<file path="config.mk">
export PLATFORM = sky130hd
export DESIGN_NAME = sram_cycle_ctrl
export DESIGN_NICKNAME = d
export VERILOG_FILES = /design/src/rtl/sram_ctl_pkg.sv /design/src/rtl/sram_phase_timer.sv /design/src/rtl/sram_word_modify.sv /design/src/rtl/sram_cycle_ctrl.sv
export SDC_FILE = /design/constraint.sdc
export NUM_CORES = 1
export LEC_CHECK = 0
export ABC_AREA = 1
export CELL_PAD_IN_SITES_DETAIL_PLACEMENT = 0
export CELL_PAD_IN_SITES_GLOBAL_PLACEMENT = 2
export CORE_ASPECT_RATIO = 1.2
export CORE_MARGIN = 3
export CORE_UTILIZATION = 28
export DETAILED_ROUTE_END_ITERATION = 8
export HOLD_SLACK_MARGIN = 0.12
export PLACE_DENSITY_LB_ADDON = 0.1
export SYNTH_ARGS = -nofsm -noshare
export SYNTH_HDL_FRONTEND = slang
export SYNTH_SLANG_ARGS = --single-unit
</file>
<file path="constraint.sdc">
create_clock -name clk -period 2.5 [get_ports clk]
set_input_delay 0.5 -clock clk [delete_from_list [all_inputs] [get_ports clk]]
set_output_delay 0.5 -clock clk [all_outputs]
set_load 0.01 [all_outputs]
</file>
<file path="src/rtl/sram_ctl_pkg.sv">
package sram_ctl_pkg;

  typedef enum logic [1:0] {
    OP_READ  = 2'b00,
    OP_WRITE = 2'b01,
    OP_RMW   = 2'b10,
    OP_READ2 = 2'b11
  } op_e;

  typedef enum logic [1:0] {
    MOD_KEEP  = 2'b00,
    MOD_SET   = 2'b01,
    MOD_CLEAR = 2'b10,
    MOD_FLIP  = 2'b11
  } mod_e;

  typedef enum logic [2:0] {
    PH_IDLE,
    PH_READ,
    PH_SETUP,
    PH_PULSE,
    PH_RECOV
  } phase_e;

  // nanoseconds to whole clock cycles, rounded up
  function automatic int ns2cyc(int ns, int clk_ns);
    return (ns + clk_ns - 1) / clk_ns;
  endfunction

  function automatic int imax(int a, int b);
    return (a > b) ? a : b;
  endfunction

  function automatic int pulse_len(int wp_ns, int ds_ns, int clk_ns);
    return imax(1, imax(ns2cyc(wp_ns, clk_ns), ns2cyc(ds_ns, clk_ns)));
  endfunction

  function automatic int setup_len(int as_ns, int css_ns, int wp_ns, int ds_ns, int clk_ns);
    return imax(1, imax(ns2cyc(as_ns, clk_ns),
                        ns2cyc(css_ns, clk_ns) - pulse_len(wp_ns, ds_ns, clk_ns)));
  endfunction

endpackage

</file>
<file path="src/rtl/sram_phase_timer.sv">
module sram_phase_timer #(
  parameter int CW = 8
) (
  input  logic          clk,
  input  logic          rst,
  input  logic          load,
  input  logic [CW-1:0] load_val,
  output logic [CW-1:0] cnt_nxt,
  output logic          zero
);
  logic [CW-1:0] cnt;

  always_comb begin
    if (load)          cnt_nxt = load_val;
    else if (cnt == '0) cnt_nxt = '0;
    else               cnt_nxt = cnt - 1'b1;
  end

  assign zero = (cnt == '0);

  always_ff @(posedge clk) begin
    if (rst) cnt <= '0;
    else     cnt <= cnt_nxt;
  end
endmodule

</file>
<file path="src/rtl/sram_word_modify.sv">
module sram_word_modify
  import sram_ctl_pkg::*;
#(
  parameter int DW = 1
) (
  input  logic [DW-1:0] old_word,
  input  logic [DW-1:0] mask,
  input  logic [1:0]    mode,
  output logic [DW-1:0] new_word
);
  for (genvar i = 0; i < DW; i++) begin : g_bit
    always_comb begin
      if (!mask[i]) new_word[i] = old_word[i];
      else begin
        case (mode)
          MOD_SET:   new_word[i] = 1'b1;
          MOD_CLEAR: new_word[i] = 1'b0;
          MOD_FLIP:  new_word[i] = ~old_word[i];
          default:   new_word[i] = old_word[i];
        endcase
      end
    end
  end
endmodule

</file>
<file path="src/rtl/sram_cycle_ctrl.sv">
module sram_cycle_ctrl
  import sram_ctl_pkg::*;
#(
  parameter int AW         = 8,
  parameter int DW         = 1,
  parameter int CLK_NS     = 8,
  parameter int T_AS_NS    = 110,
  parameter int T_WP_NS    = 370,
  parameter int T_WPMAX_NS = 10000,
  parameter int T_WR_NS    = 100,
  parameter int T_DS_NS    = 250,
  parameter int T_DH_NS    = 100,
  parameter int T_CSS_NS   = 370,
  parameter int T_ACC_NS   = 580,
  parameter int T_RC_NS    = 580,
  parameter int T_WC_NS    = 580,
  parameter int T_RMW_NS   = 1050
) (
  input  logic          clk,
  input  logic          rst,
  input  logic          req_valid,
  input  logic [1:0]    req_op,
  input  logic [1:0]    req_mod,
  input  logic [AW-1:0] req_addr,
  input  logic [DW-1:0] req_wdata,
  output logic          idle,
  output logic          done,
  output logic [DW-1:0] rdata,
  output logic [AW-1:0] mem_addr,
  output logic [DW-1:0] mem_d,
  output logic          mem_d_oe,
  input  logic [DW-1:0] mem_q,
  output logic          mem_cs_n,
  output logic          mem_we
);
  localparam int C_DH    = ns2cyc(T_DH_NS, CLK_NS);
  localparam int L_PULSE = pulse_len(T_WP_NS, T_DS_NS, CLK_NS);
  localparam int L_SETUP = setup_len(T_AS_NS, T_CSS_NS, T_WP_NS, T_DS_NS, CLK_NS);
  localparam int L_WREC  = imax(1, imax(imax(ns2cyc(T_WR_NS, CLK_NS), C_DH),
                                        ns2cyc(T_WC_NS, CLK_NS) - L_SETUP - L_PULSE));
  localparam int L_READ  = imax(1, imax(ns2cyc(T_ACC_NS, CLK_NS), ns2cyc(T_RC_NS, CLK_NS)));
  localparam int L_RMWR  = imax(1, ns2cyc(T_ACC_NS, CLK_NS));
  localparam int L_RREC  = imax(L_WREC, ns2cyc(T_RMW_NS, CLK_NS) - L_RMWR - L_SETUP - L_PULSE);
  localparam int L_MAX   = imax(imax(L_READ, L_RREC), imax(L_PULSE, L_SETUP));
  localparam int CW      = $clog2(L_MAX + 1);

  phase_e        ph, nxt_ph;
  logic          rmw_q;
  logic [1:0]    mod_q;
  logic [DW-1:0] mask_q;
  logic [DW-1:0] mod_word;
  logic          ld, tmr_zero, oe_nxt;
  logic [CW-1:0] ld_val, tmr_nxt, rec_last;

  sram_phase_timer #(.CW(CW)) u_timer (
    .clk(clk), .rst(rst), .load(ld), .load_val(ld_val),
    .cnt_nxt(tmr_nxt), .zero(tmr_zero)
  );

  sram_word_modify #(.DW(DW)) u_modify (
    .old_word(mem_q), .mask(mask_q), .mode(mod_q), .new_word(mod_word)
  );

  // phase sequencing
  always_comb begin
    nxt_ph = ph;
    ld     = 1'b0;
    ld_val = '0;
    case (ph)
      PH_IDLE: if (req_valid) begin
        ld = 1'b1;
        if (req_op == OP_WRITE) begin
          nxt_ph = PH_SETUP;
          ld_val = CW'(L_SETUP - 1);
        end else begin
          nxt_ph = PH_READ;
          ld_val = (req_op == OP_RMW) ? CW'(L_RMWR - 1) : CW'(L_READ - 1);
        end
      end
      PH_READ: if (tmr_zero) begin
        if (rmw_q) begin
          nxt_ph = PH_SETUP;
          ld     = 1'b1;
          ld_val = CW'(L_SETUP - 1);
        end else begin
          nxt_ph = PH_IDLE;
        end
      end
      PH_SETUP: if (tmr_zero) begin
        nxt_ph = PH_PULSE;
        ld     = 1'b1;
        ld_val = CW'(L_PULSE - 1);
      end
      PH_PULSE: if (tmr_zero) begin
        nxt_ph = PH_RECOV;
        ld     = 1'b1;
        ld_val = rmw_q ? CW'(L_RREC - 1) : CW'(L_WREC - 1);
      end
      PH_RECOV: if (tmr_zero) nxt_ph = PH_IDLE;
      default: nxt_ph = PH_IDLE;
    endcase
  end

  // data bus stays driven for the hold window at the start of recovery
  always_comb begin
    rec_last = rmw_q ? CW'(L_RREC - 1) : CW'(L_WREC - 1);
    oe_nxt   = (nxt_ph == PH_PULSE) ||
               ((nxt_ph == PH_RECOV) && ((int'(rec_last) - int'(tmr_nxt)) < C_DH));
  end

  assign idle = (ph == PH_IDLE);

  always_ff @(posedge clk) begin
    if (rst) begin
      ph       <= PH_IDLE;
      rmw_q    <= 1'b0;
      mod_q    <= '0;
      mask_q   <= '0;
      mem_addr <= '0;
      mem_d    <= '0;
      rdata    <= '0;
      mem_cs_n <= 1'b1;
      mem_we   <= 1'b0;
      mem_d_oe <= 1'b0;
      done     <= 1'b0;
    end else begin
      ph       <= nxt_ph;
      mem_cs_n <= (nxt_ph == PH_IDLE);
      mem_we   <= (nxt_ph == PH_PULSE);
      mem_d_oe <= oe_nxt;
      done     <= (ph != PH_IDLE) && (nxt_ph == PH_IDLE);
      if (ph == PH_IDLE && req_valid) begin
        mem_addr <= req_addr;
        rmw_q    <= (req_op == OP_RMW);
        mod_q    <= req_mod;
        mask_q   <= req_wdata;
        if (req_op == OP_WRITE) begin
          mem_d <= req_wdata;
          rdata <= req_wdata;
        end
      end
      if (ph == PH_READ && tmr_zero) begin
        rdata <= mem_q;
        mem_d <= mod_word;
      end
    end
  end
endmodule

</file>
# --- After elaboration in Yosys (flattened, before gate mapping) ---
# Cells that the tools add are included.
# W data, S select, Z words.
totals:
  reg_bits: 28
  output_inout_bits: 15
  in_bits: 17
op_classes:
  order_cmp: 1
  eq_ne: 11
  add_sub_neg: 2
  muxes: 28
  reduce_logical: 13
  bitwise_logic: 1
op_table:
  columns: ["op", "n"]
  rows:
  - ["$mux W7", 4]
  - ["$pmux W7 S4", 1]
  - ["$mux W3", 5]
  - ["$pmux W3 S5", 1]
  - ["$mux W4", 3]
  - ["$eq A3 B2 Y1 const B", 3]
  - ["$mux W1", 9]
  - ["$lt A8 B5 Y1 const B", 1]
  - ["$sub A4 B7 Y8 const A", 1]
  - ["$logic_not A7 Y1", 1]
  - ["$sub A7 B1 Y7 const B", 1]
  - ["$eq A2 B2 Y1 const B", 3]
  - ["$eq A3 B3 Y1 const B", 2]
  - ["$logic_not A3 Y1", 2]
  - ["$mux W6", 1]
  - ["$pmux W1 S3", 2]
  - ["$eq A2 B1 Y1 const B", 2]
  - ["$logic_and A1 B1 Y1", 4]
  - ["$mux W2", 2]
  - ["$reduce_bool A2 Y1", 2]
  - ["$eq A3 B1 Y1 const B", 1]
  - ["$reduce_bool A3 Y1", 1]
  - ["$reduce_and A2 Y1", 1]
  - ["$reduce_or A2 Y1", 1]
  - ["other kinds (2)", 2]

# --- Logic depth before layout (Yosys ltp) ---
# Gate-level depths: netlist (run 1).
logic_depth:
  word_depth: 9
  mapped_depth: 11
  depth_no_buf: 11

# --- Modules after synthesis ---
# A second synthesis (run 1) with hierarchy kept.
hier_totals:
  hier_cells: 197
  hier_area_um2: 1428.9
modules_own_cells:
  columns: ["mod", "area_per_inst_um2", "cells_per_inst", "n_inst"]
  rows:
  - ["sram_cycle_ctrl", 943.4, 129, 1]
  - ["sram_phase_timer", 461.7, 62, 1]
  - ["sram_word_modify", 23.8, 6, 1]

# --- Worst setup path after synthesis (run 1) ---
# No wires, ideal clock.
synth_timing:
  kind: "register -> register"
  startpoint: "register u_timer.cnt[0]"
  endpoint: "register u_timer.cnt[3]"
  slack_ns: 1.162
  synth_period_minus_slack_ns: 1.338
  arrival_ns: 1.216
  stages_incl_launch_ff: 11
  setup_time_ns: 0.122
  required_time_ns: 2.378
  cell_sequence: "dfxtp_1 inv_1 ha_1 inv_1 nor2_1 nand3_1 nor2_1 nor2_1 nand2_2 nand2_2 o21ai_0"
synth_between:
  elab_chain_len: 4
  elab_cells_between_ends: 11
  cone_classes: "add/sub (1); mux (9); reduce/logical (1)"
synth_lines:
  columns: ["element", "line_no", "text"]
  rows:
  - ["start: declaration", "sram_phase_timer.sv:11", "logic [CW-1:0] cnt;"]
  - ["start signal: assignment", "sram_phase_timer.sv:23", "else cnt <= cnt_nxt;"]
  - ["branches (longest 3 deep; another with $sub A7 B1 Y7)", null, null]
  - ["$mux W7 (*)", "sram_phase_timer.sv:14", "if (load) cnt_nxt = load_val;"]
# Mark *: on every way between the ends.
# A chain may end at the register's enable or synchronous reset.

# --- Worst setup path in the final report (run 1) ---
layout_timing:
  startpoint: "register ph[1]"
  endpoint: "output idle"
layout_between:
  elab_chain_len: 1
layout_lines:
  columns: ["element", "line_no", "text"]
  rows:
  - ["start: declaration", "sram_cycle_ctrl.sv:47", "phase_e ph, nxt_ph;"]
  - ["start signal: assignment", "sram_cycle_ctrl.sv:127", "ph <= nxt_ph;"]
  - ["$logic_not A3 Y1", "sram_cycle_ctrl.sv:111", "assign idle = (ph == PH_IDLE);"]
  - ["end: declaration", "sram_cycle_ctrl.sv:26", "output logic idle,"]
# No other way between the ends.

==> summary.md, run 1 <==
| Metric | Value |
|---|---|
| DIE AREA | `approximately 5400 sq um` |
| Worst Hold Depth | `2` |
| Root cell of the clock tree | `clkbuf_8` |
| # diodes | `0` |
| CP endpoint kind | `primary output` |
| Vias in the first global route | `between 1000 and 1500` |
| H-tree level count | `1` |
| Synth cell types | `26` |
| Post-Syn Area per Cell | `between 7 and 8 sq um` |
| TritonCTS buffer count | `3` |
| IO Count | `32` |
| R2R Path End | `u_timer.cnt[2]` |
| Leading area contributor after synthesis | `dfxtp_1` |
| Crit path cell chain | `nor2_2 -> nand2_2 -> inv_1 -> clkdlybuf4s50_1` |
| Least-Margin Pin Slew | `478 ps` |
| Max incr delay on CP | `between 500 and 600 ps` |
| Leakage Power | `between 0.0007 and 0.0008 uW` |
| Fillcell total | `around 460` |
| Final Non-Filler Cells | `roughly 270` |
| Delay-heaviest family, CP | `buffers and inverters` |
| Clk buf depth | `2` |
| Final period util | `0.801` |
| Setup slack, reg-to-reg | `roughly 900 ps` |
| Core area | `about 4300 sq um` |
| Worst Path Required | `about 2000 ps` |
| Crit path max-delay cell type | `clkdlybuf4s50_1` |
| DP Cell Count | `between 200 and 300` |
| Clk_skew | `8.86 ps` |
| RSZ-0062 raised after global routing | `no` |
| Worst endpoint data arrival time | `around 1500 ps` |
| Later-pin clock latency in the skew report | `around 280 ps` |
| Drt drc | `0` |
| Sequential area share after synthesis | `0.437` |
| Post-CTS Setup Inserts | `0` |
| Design area | `1700 sq um` |
| Final ANT Viol Nets | `0` |
| Hold slack | `~450 ps` |
| Reg2reg start | `u_timer.cnt[0]` |
| Gr usage total | `0.127` |
| Critical Path Fanout Max | `4` |
| Die Span Y | `about 80 um` |
| Post-Synthesis Cells | `between 150 and 200` |
| WP buf/inv | `2` |
| Post-CTS Hold Fix Bufs | `0` |
| Path depth of the worst reg2reg path | `10` |
| Initial DRC Count | `46` |
| First-pass GRT wire length | `5260 um` |
| Setup tns final | `0 ps` |
| Hold Fails Final Rpt | `0` |
| Drt total wl | `just over 3000 um` |
| DR pass1 iterations | `4` |
| Routed vias/inst | `4.44` |
| CTS clock-pin slew for the worst setup and hold paths | `100 ps` |
| Synth top area share | `0.437` |
| Initial Utilization | `0.296` |
| Drt wl/cell | `between 10 and 15 um` |
| Post-synthesis register bit count | `28` |
| Syn Nets | `approximately 200` |
| Largest net degree at the start of global routing | `16` |
| NumNets Final | `231` |
| Fmax | `approximately 0.5 GHz` |
| Pwr dens | `861 nW/um^2` |
| Crit Path Category | `register to primary output` |
| Max-slew violations | `0` |
| Yosys warns | `0` |
| Via count | `between 1000 and 1500` |
| Type of the most critical hold path | `register to register` |
| Row count | `26` |
| Share of layout cells above drive strength 1 | `0.0905` |
| HPWL after DPL | `between 2000 and 2500 um` |
| Final core utilization | `0.393` |
| Status | `finished clean` |
| Width of the die | `just under 70 um` |
| Final Setup Violations | `0` |
| Slew HR | `0.681` |
| Layout Area Growth over Synthesis | `32.5%` |
| Hold path start | `mod_q[1]` |
| Placer Congestion | `0.750` |
| Post-DP Area | `1660 sq um` |
| Cells taking the most area after synthesis | `dfxtp_1, nor2_1, nand2_1` |
| Maximum VDD drop | `319 uV` |
| Post-Syn Area | `between 1000 and 1500 sq um` |
| Hold EP | `mod_q[1]` |
| GR Overflow Total | `0` |
| CP startpoint kind | `register` |
| CTS-repair resized insts | `0` |
| Initial antenna violation count | `0` |
| Max Cap Viol | `0` |
| CTS tree | `yes` |
| CTS Sinks | `28` |
| IO buf count | `31` |
| Fin crit period | `2000 ps` |
[state kept, by name, indices dropped and copies added, names as in the netlist]
| signal | cells |
|---|---|
| mem_addr | 8 |
| u_timer.cnt | 7 |
| ph | 3 |
| mod_q | 2 |
| done | 1 |
| mask_q | 1 |
| mem_cs_n | 1 |
| mem_d | 1 |
| mem_d_oe | 1 |
| mem_we | 1 |
| rdata | 1 |
| rmw_q | 1 |
[metrics by stage]
step / setup slack, ps / total power [uW]
finish: 497 / 1460
global route: 353 / 1590
detailed placement: 553 / 1230
floorplan: 1160 / 1020
CTS: 474 / 1480
global placement: 550 / 1220
[cells by family after synthesis]
family / after synthesis / share of synthesized area
compound gates: 26 / 0.109
xor+xnor: 4 / 0.0273
fa+ha+maj: 2 / 0.0195
buf+inv: 29 / 0.0888
flops: 28 / 0.437
mux: 1 / 0.00781
simple gates: 88 / 0.310
[cells in the final DEF, fill, tap and decap left out, drive strengths merged]
master | netlist | final
nor2 | 39 | 39
clkdlybuf4s50 | 0 | 31
nand2 | 31 | 31
dfxtp | 28 | 28
inv | 25 | 25
o21ai | 21 | 21
nand3 | 13 | 13
a21oi | 4 | 4
xor2 | 3 | 3
clkbuf | 2 | 3
nand4 | 2 | 2
ha | 2 | 2
buf | 2 | 2
nor3 | 2 | 2
nand3b | 1 | 1
mux2i | 1 | 1
xnor2 | 1 | 1
a21boi | 1 | 1
[power breakdown]
| part | switching (uW) | internal, uW | leakage (uW) |
|---|---|---|---|
| sequential | 58.8 | 538 | 0.000231 |
| clock | 138 | 108 | 0.0000216 |
| combinational | 362 | 257 | 0.000522 |
[layer usage]
layer  GRT usage  share of wire  up-vias
li1            -              -      618
met1       0.152           0.43      535
met2       0.221           0.51       22
met3      0.0238          0.038        5
met4      0.0477          0.015        0
met5           0              0        -
[how the worst max path moves through the flow]
stage | cells after the start | slack (ps) | from | endpoint
3_5_place_dp | 6 | 550 | rst | u_timer.cnt[1]
4_1_cts | 4 | 470 | ph[1] | idle
3_3_place_gp | 6 | 550 | rst | u_timer.cnt[1]
6_report | 4 | 500 | ph[1] | idle
5_1_grt | 4 | 350 | ph[1] | idle
2_1_floorplan | 10 | 1160 | u_timer.cnt[0] | u_timer.cnt[3]
[layout make-up]
class                           count  area (sq um)  area share
Tap cell                           56          70.1      0.0412
Multi-Input combinational cell    121           608       0.358
Sequential cell                    28           561       0.330
Inverter                           25          93.8      0.0552
Clock buffer                        3          41.3      0.0243
Timing Repair Buffer               33           325       0.191
[worst register-to-register path: cells and delay by family, from the launching register on]
kind	cells	cell delay, ps
simple gates	6	720
flops	1	330
fa+ha+maj	1	190
buf+inv	2	170
compound gates	1	140
[synth_stat cells]
library cell	count
a21boi_1	1
a21oi_1	4
buf_2	1
buf_4	1
clkbuf_1	2
dfxtp_1	28
ha_1	2
inv_1	24
inv_2	1
mux2i_1	1
nand2_1	27
nand2_2	4
nand3_1	11
nand3_2	2
nand3b_1	1
nand4_1	2
nor2_1	35
nor2_2	3
nor2_4	1
nor3_1	1
nor3_2	1
o21ai_0	18
o21ai_1	1
o21ai_2	2
xnor2_1	1
xor2_1	3
Note: power is estimated with default switching activity, not from simulation.
==> inputs of run 2 (changes only) <==
- CORE_UTILIZATION: 28 -> 26
- clock period: 2.5 -> 2 ns (I/O delays scaled with it)
==> summary.md, run 2 (synthesized netlist as in run 1, its figures left out) <==
| Metric | Value |
|---|---|
| NumNets Final | `232` |
| Core area | `4660 sq um` |
| Biggest regs | `mem_addr (8), u_timer.cnt (7), ph (3)` |
| Die Span Y | `between 80 and 90 um` |
| Initial DRC Count | `36` |
| Hold path start | `mod_q[1]` |
| Final ANT Viol Nets | `0` |
| Commonest non-fill, non-tap cell in the layout | `nor2_1` |
| CTS Sinks | `28` |
| Width of the die | `around 70 um` |
| Final Setup Violations | `0` |
| Setup slack, reg-to-reg | `370 ps` |
| GR Overflow Total | `0` |
| Setup tns final | `0 ps` |
| CTS tree | `yes` |
| Worst Path Required | `2210 ps` |
| DR pass1 iterations | `4` |
| Routed vias/inst | `between 4 and 5` |
| Leakage Power | `between 0.0007 and 0.0008 uW` |
| Reg2reg start | `u_timer.cnt[0]` |
| R2R Path End | `u_timer.cnt[2]` |
| Least-Margin Pin Slew | `approximately 510 ps` |
| Row count | `27` |
| Share of layout cells above drive strength 1 | `0.0991` |
| Later-pin clock latency in the skew report | `270 ps` |
| Maximum VDD drop | `around 370 uV` |
| Vias in the first global route | `1191` |
| Max incr delay on CP | `between 300 and 400 ps` |
| Initial Utilization | `0.275` |
| # diodes | `0` |
| GRT met1 Usage | `0.136` |
| Critical Path Fanout Max | `4` |
| IO Count | `32` |
| Crit path max-delay cell type | `dfxtp_1` |
| Clk_skew | `between 2 and 2.5 ps` |
| First-pass GRT wire length | `5360 um` |
| Placement Setup Slack | `between 200 and 300 ps` |
| Worst setup path end | `u_timer.cnt[2]` |
| Final Non-Filler Cells | `270` |
| CP endpoint kind | `register` |
| Gr usage total | `0.113` |
| Crit. Startpoint | `u_timer.cnt[0]` |
| Cell mode on critical path | `nor2_1` |
| CP startpoint kind | `register` |
| Clk buf depth | `2` |
| Layout Area Growth over Synthesis | `34.5%` |
| HPWL after DPL | `around 2400 um` |
| Initial antenna violation count | `0` |
| Max-slew violations | `0` |
| Status | `finished clean` |
| Root cell of the clock tree | `clkbuf_8` |
| Worst endpoint data arrival time | `roughly 1800 ps` |
| Worst setup margin | `373 ps` |
| Post-CTS Setup Inserts | `0` |
| Post-DP Area | `about 1700 sq um` |
| RSZ-0062 raised after global routing | `no` |
| Commonest cells after routing, fill and taps aside | `nor2_1, clkdlybuf4s50_1, dfxtp_1, nand2_1, inv_1` |
| Final period util | `0.813` |
| Crit path cell chain | `inv_1 -> ha_1 -> inv_1 -> nor2_1 -> nand3_1 -> nor2_1 -> nor2_1 -> nand2_2 -> nand2_2 -> a21boi_1` |
| Via count | `around 1200` |
| Drt total wl | `between 3000 and 4000 um` |
| Path depth of the worst reg2reg path | `10` |
| H-tree level count | `1` |
| Crit Path Category | `register to register` |
| Largest net degree at the start of global routing | `16` |
| Design area | `between 1500 and 2000 sq um` |
| Drt wl/cell | `roughly 11 um` |
| Met2 global-route usage | `0.193` |
| TritonCTS buffer count | `3` |
| DP Cell Count | `~270` |
| IO buf count | `31` |
| Max FFs per register | `8` |
| Slew HR | `0.660` |
| Max Cap Viol | `0` |
| DIE AREA | `between 5000 and 6000 sq um` |
| Pwr dens | `between 1000 and 1500 nW/um^2` |
| Most flop-heavy register | `mem_addr` |
| Fin crit period | `between 1500 and 2000 ps` |
| Met3 Track Usage GR | `0.0278` |
| Drt drc | `0` |
| Hold Fails Final Rpt | `0` |
| Fmax | `about 0.61 GHz` |
| CTS clock-pin slew for the worst setup and hold paths | `approximately 100 ps` |
| Grt peak-use layer | `met2` |
| Placer Congestion | `between 0.7 and 0.8` |
| Type of the most critical hold path | `register to register` |
run 2: changes by cell type in the layout (fill, tap and decap cells not counted), sizes merged:
cell,previous run,this run
buf,2,3
clkbuf,3,4
clkdlybuf4s50,31,30
dlymetal6s2s,0,1
run 2: worst max-delay path, delay by kind of cell, from the launching register on:
family | cells | cell delay [ps]
AO/OA/AOI/OAI | 1 | 130
adder cells (fa/ha/maj) | 1 | 170
buffers and inverters | 2 | 150
flip-flops | 1 | 330
AND/OR/NAND/NOR | 6 | 790
run 2: worst min path at each step:
stage / cells after the start / slack [ps] / end
2_1_floorplan: 2 / 420 / mod_q[0]
3_3_place_gp: 2 / 440 / mod_q[0]
3_5_place_dp: 2 / 450 / mod_q[1]
4_1_cts: 2 / 460 / mod_q[1]
5_1_grt: 2 / 490 / mod_q[0]
6_report: 2 / 460 / mod_q[1]
run 2: per-layer routing:
metal  wire [um]  vias up
met1        1390      528
li1            -      624
met3         154        4
met4          34        0
met2        1480       28
met5           0        -
run 2: final cells by class:
| class | count | area (sq um) |
|---|---|---|
| fillers | 500 | 2940 |
| flip-flops and latches | 28 | 561 |
| multi-input cells | 121 | 608 |
| repair buffers | 34 | 335 |
| clock buffers | 4 | 55.1 |
| well taps | 58 | 72.6 |
| inverters | 25 | 93.8 |
run 2: what timing repair did:
item | 4_1_cts | 5_1_grt
hold buffers | 0 | 0
endpoints found under the setup margin | 0 | 1
gates resized for setup | 0 | 1
run 2: power by group:
part	switching, uW	internal (uW)
clock network	179	176
registers	70.5	672
logic	456	321
run 2: metrics by stage:
stage	total power [uW]	util	hold slack, ps
2_1_floorplan	1280	-	425
3_3_place_gp	1550	0.358	436
3_5_place_dp	1540	0.358	449
4_1_cts	1910	0.370	463
5_1_grt	2040	0.370	495
6_report	1880	0.370	463
==> inputs of run 3 (changes only) <==
- CORE_UTILIZATION: 26 -> 23
- clock period: 2 -> 1.31 ns (I/O delays scaled with it)
==> summary.md, run 3 (synthesized netlist as in run 1, its figures left out) <==
| Metric | Value |
|---|---|
| Status | `finished with violations` |
| Violated checks | `setup timing` |
| Layout Area Growth over Synthesis | `64.5%` |
| Fin crit period | `about 1400 ps` |
| Drt drc | `0` |
| WP buf/inv | `4` |
| Via count | `about 1300` |
| # diodes | `0` |
| Critical Path Fanout Max | `3` |
| DIE AREA | `~6500 sq um` |
| TritonCTS buffer count | `3` |
| Width of the die | `74.2 um` |
| Placement Setup Slack | `-328 ps` |
| Pwr dens | `between 1500 and 2000 nW/um^2` |
| Worst Path Required | `roughly 1500 ps` |
| Max Cap Viol | `0` |
| Most flop-heavy register | `mem_addr` |
| Core area | `5330 sq um` |
| Fmax | `between 0.6 and 0.7 GHz` |
| CTS Sinks | `28` |
| Later-pin clock latency in the skew report | `280 ps` |
| Final Setup Violations | `15` |
| Commonest non-fill, non-tap cell in the layout | `buf_4` |
| Max FFs per register | `8` |
| Type of the most critical hold path | `register to register` |
| Initial Utilization | `0.240` |
| CTS clock-pin slew for the worst setup and hold paths | `about 100 ps` |
| Max-slew violations | `0` |
| CP startpoint kind | `register` |
| Biggest regs | `mem_addr (8), u_timer.cnt (7), ph (3)` |
| Crit path cell chain | `inv_2 -> ha_4 -> inv_4 -> nor2_4 -> nand3_4 -> buf_6 -> nand2_2 -> nand3_2 -> nand2_2 -> inv_2 -> nand3_2 -> nand2_1` |
| Max incr delay on CP | `roughly 340 ps` |
| Die Span Y | `just under 90 um` |
| CTS tree | `yes` |
| Final ANT Viol Nets | `0` |
| Final core utilization | `0.395` |
| RSZ-0062 raised after global routing | `yes` |
| Slew HR | `0.848` |
| Vias in the first global route | `about 1400` |
| First-pass GRT wire length | `6100 um` |
| Clk_skew | `between 1.5 and 2 ps` |
| Commonest cells after routing, fill and taps aside | `buf_4, nor2_1, dfxtp_1, nand2_1, inv_1` |
| Crit path max-delay cell type | `dfxtp_2` |
| Row count | `29` |
| Post-CTS Hold Fix Bufs | `0` |
| CP endpoint kind | `register` |
| Pwr Total | `between 3000 and 4000 uW` |
| IO Count | `32` |
| Routed vias/inst | `about 4.2` |
| GR Overflow Total | `0` |
| Drt total wl | `about 3600 um` |
| Largest net degree at the start of global routing | `16` |
| Initial DRC Count | `43` |
| Worst setup margin | `-133 ps` |
| Gr usage total | `0.120` |
| Root cell of the clock tree | `clkbuf_8` |
| Maximum VDD drop | `approximately 700 uV` |
| NumNets Final | `about 260` |
| Least-Margin Pin Slew | `between 200 and 250 ps` |
| HPWL after DPL | `about 2800 um` |
| Area of the multi-input gates | `around 760 sq um` |
| Initial antenna violation count | `0` |
| DR pass1 iterations | `4` |
| IO buf count | `31` |
| Leakage Power | `about 0.0010 uW` |
| FF/Latch Area | `~570 sq um` |
| Worst endpoint data arrival time | `approximately 1600 ps` |
| Fillcell total | `~560` |
| Delay-heaviest family, CP | `simple AND/OR/NAND/NOR gates` |
| H-tree level count | `1` |
| Placer Congestion | `around 0.75` |
| Hold Fails Final Rpt | `0` |
| Clk buf depth | `2` |
| Final period util | `1.10` |
| Crit Path Category | `register to register` |
| Share of layout cells above drive strength 1 | `0.365` |
| Drt wl/cell | `approximately 12 um` |
[run 3: cell types whose count changed in the layout (fill, tap and decap cells not counted), moves of 4 or more]
cell | previous run | this run
buf_4 | 3 | 30
clkdlybuf4s50_1 | 30 | 16
dfxtp_1 | 28 | 24
dfxtp_2 | 0 | 4
dlygate4sd2_1 | 0 | 14
inv_1 | 24 | 17
inv_2 | 1 | 6
nand2_1 | 27 | 19
nand2_2 | 4 | 9
nand3_1 | 11 | 6
nor2_1 | 35 | 28
nor2_4 | 1 | 7
o21ai_0 | 18 | 12
o21ai_1 | 1 | 5
[run 3: area by class of cell]
type	count	area share
well taps	62	0.0368
repair buffers	63	0.261
clock buffers	4	0.0261
multi-input cells	121	0.361
inverters	25	0.0469
flip-flops and latches	28	0.268
[run 3: power breakdown]
| group | internal, uW | switching [uW] |
|---|---|---|
| Clock | 269 | 278 |
| Combinational | 1020 | 1050 |
| Sequential | 1030 | 119 |
| Total | 2320 | 1450 |
[run 3: worst register-to-register path: stages, from the launching register on]
cell and delay [ps]:
dfxtp_2 340, inv_2 70, ha_4 150, inv_4 40, nor2_4 140, nand3_4 100
buf_6 140, nand2_2 50, nand3_2 80, nand2_2 80, inv_2 40, nand3_2 60
nand2_1 50
[run 3: what timing repair did]
action | in CTS | in global routing
gates resized for setup | 41 | 29
buffers inserted | 1 | 2
pin swaps | 2 | 6
setup endpoints to repair | 31 | 22
[run 3: through the flow]
| step | cells | hold WS [ps] | instance area (sq um) | TNS [ps] |
|---|---|---|---|---|
| finish | 303 | 455 | 2110 | -878 |
| global route | 303 | 473 | 2110 | -2660 |
| CTS | 301 | 460 | 2010 | -1340 |
| detailed placement | 296 | 444 | 1900 | -4380 |
| global placement | 296 | 436 | 1900 | -4040 |
| floorplan | 178 | 331 | 1300 | 0 |
[run 3: path summary, 6_finish.rpt]
check	from	to	slack, ps	depth (start not counted)
max	u_timer.cnt[1]	mem_cs_n	-130	12
min	mod_q[0]	mod_q[0]	450	2
min reg2reg	mod_q[0]	mod_q[0]	450	2
max reg2reg	u_timer.cnt[1]	mem_cs_n	-130	12
[run 3: per-layer routing]
metal | GRT usage | wire length [um] | vias to the layer above
met5 | 0 | 0 | -
met4 | 0.0428 | 60 | 0
met3 | 0.0264 | 157 | 7
met2 | 0.204 | 1720 | 23
met1 | 0.148 | 1620 | 573
li1 | - | - | 683
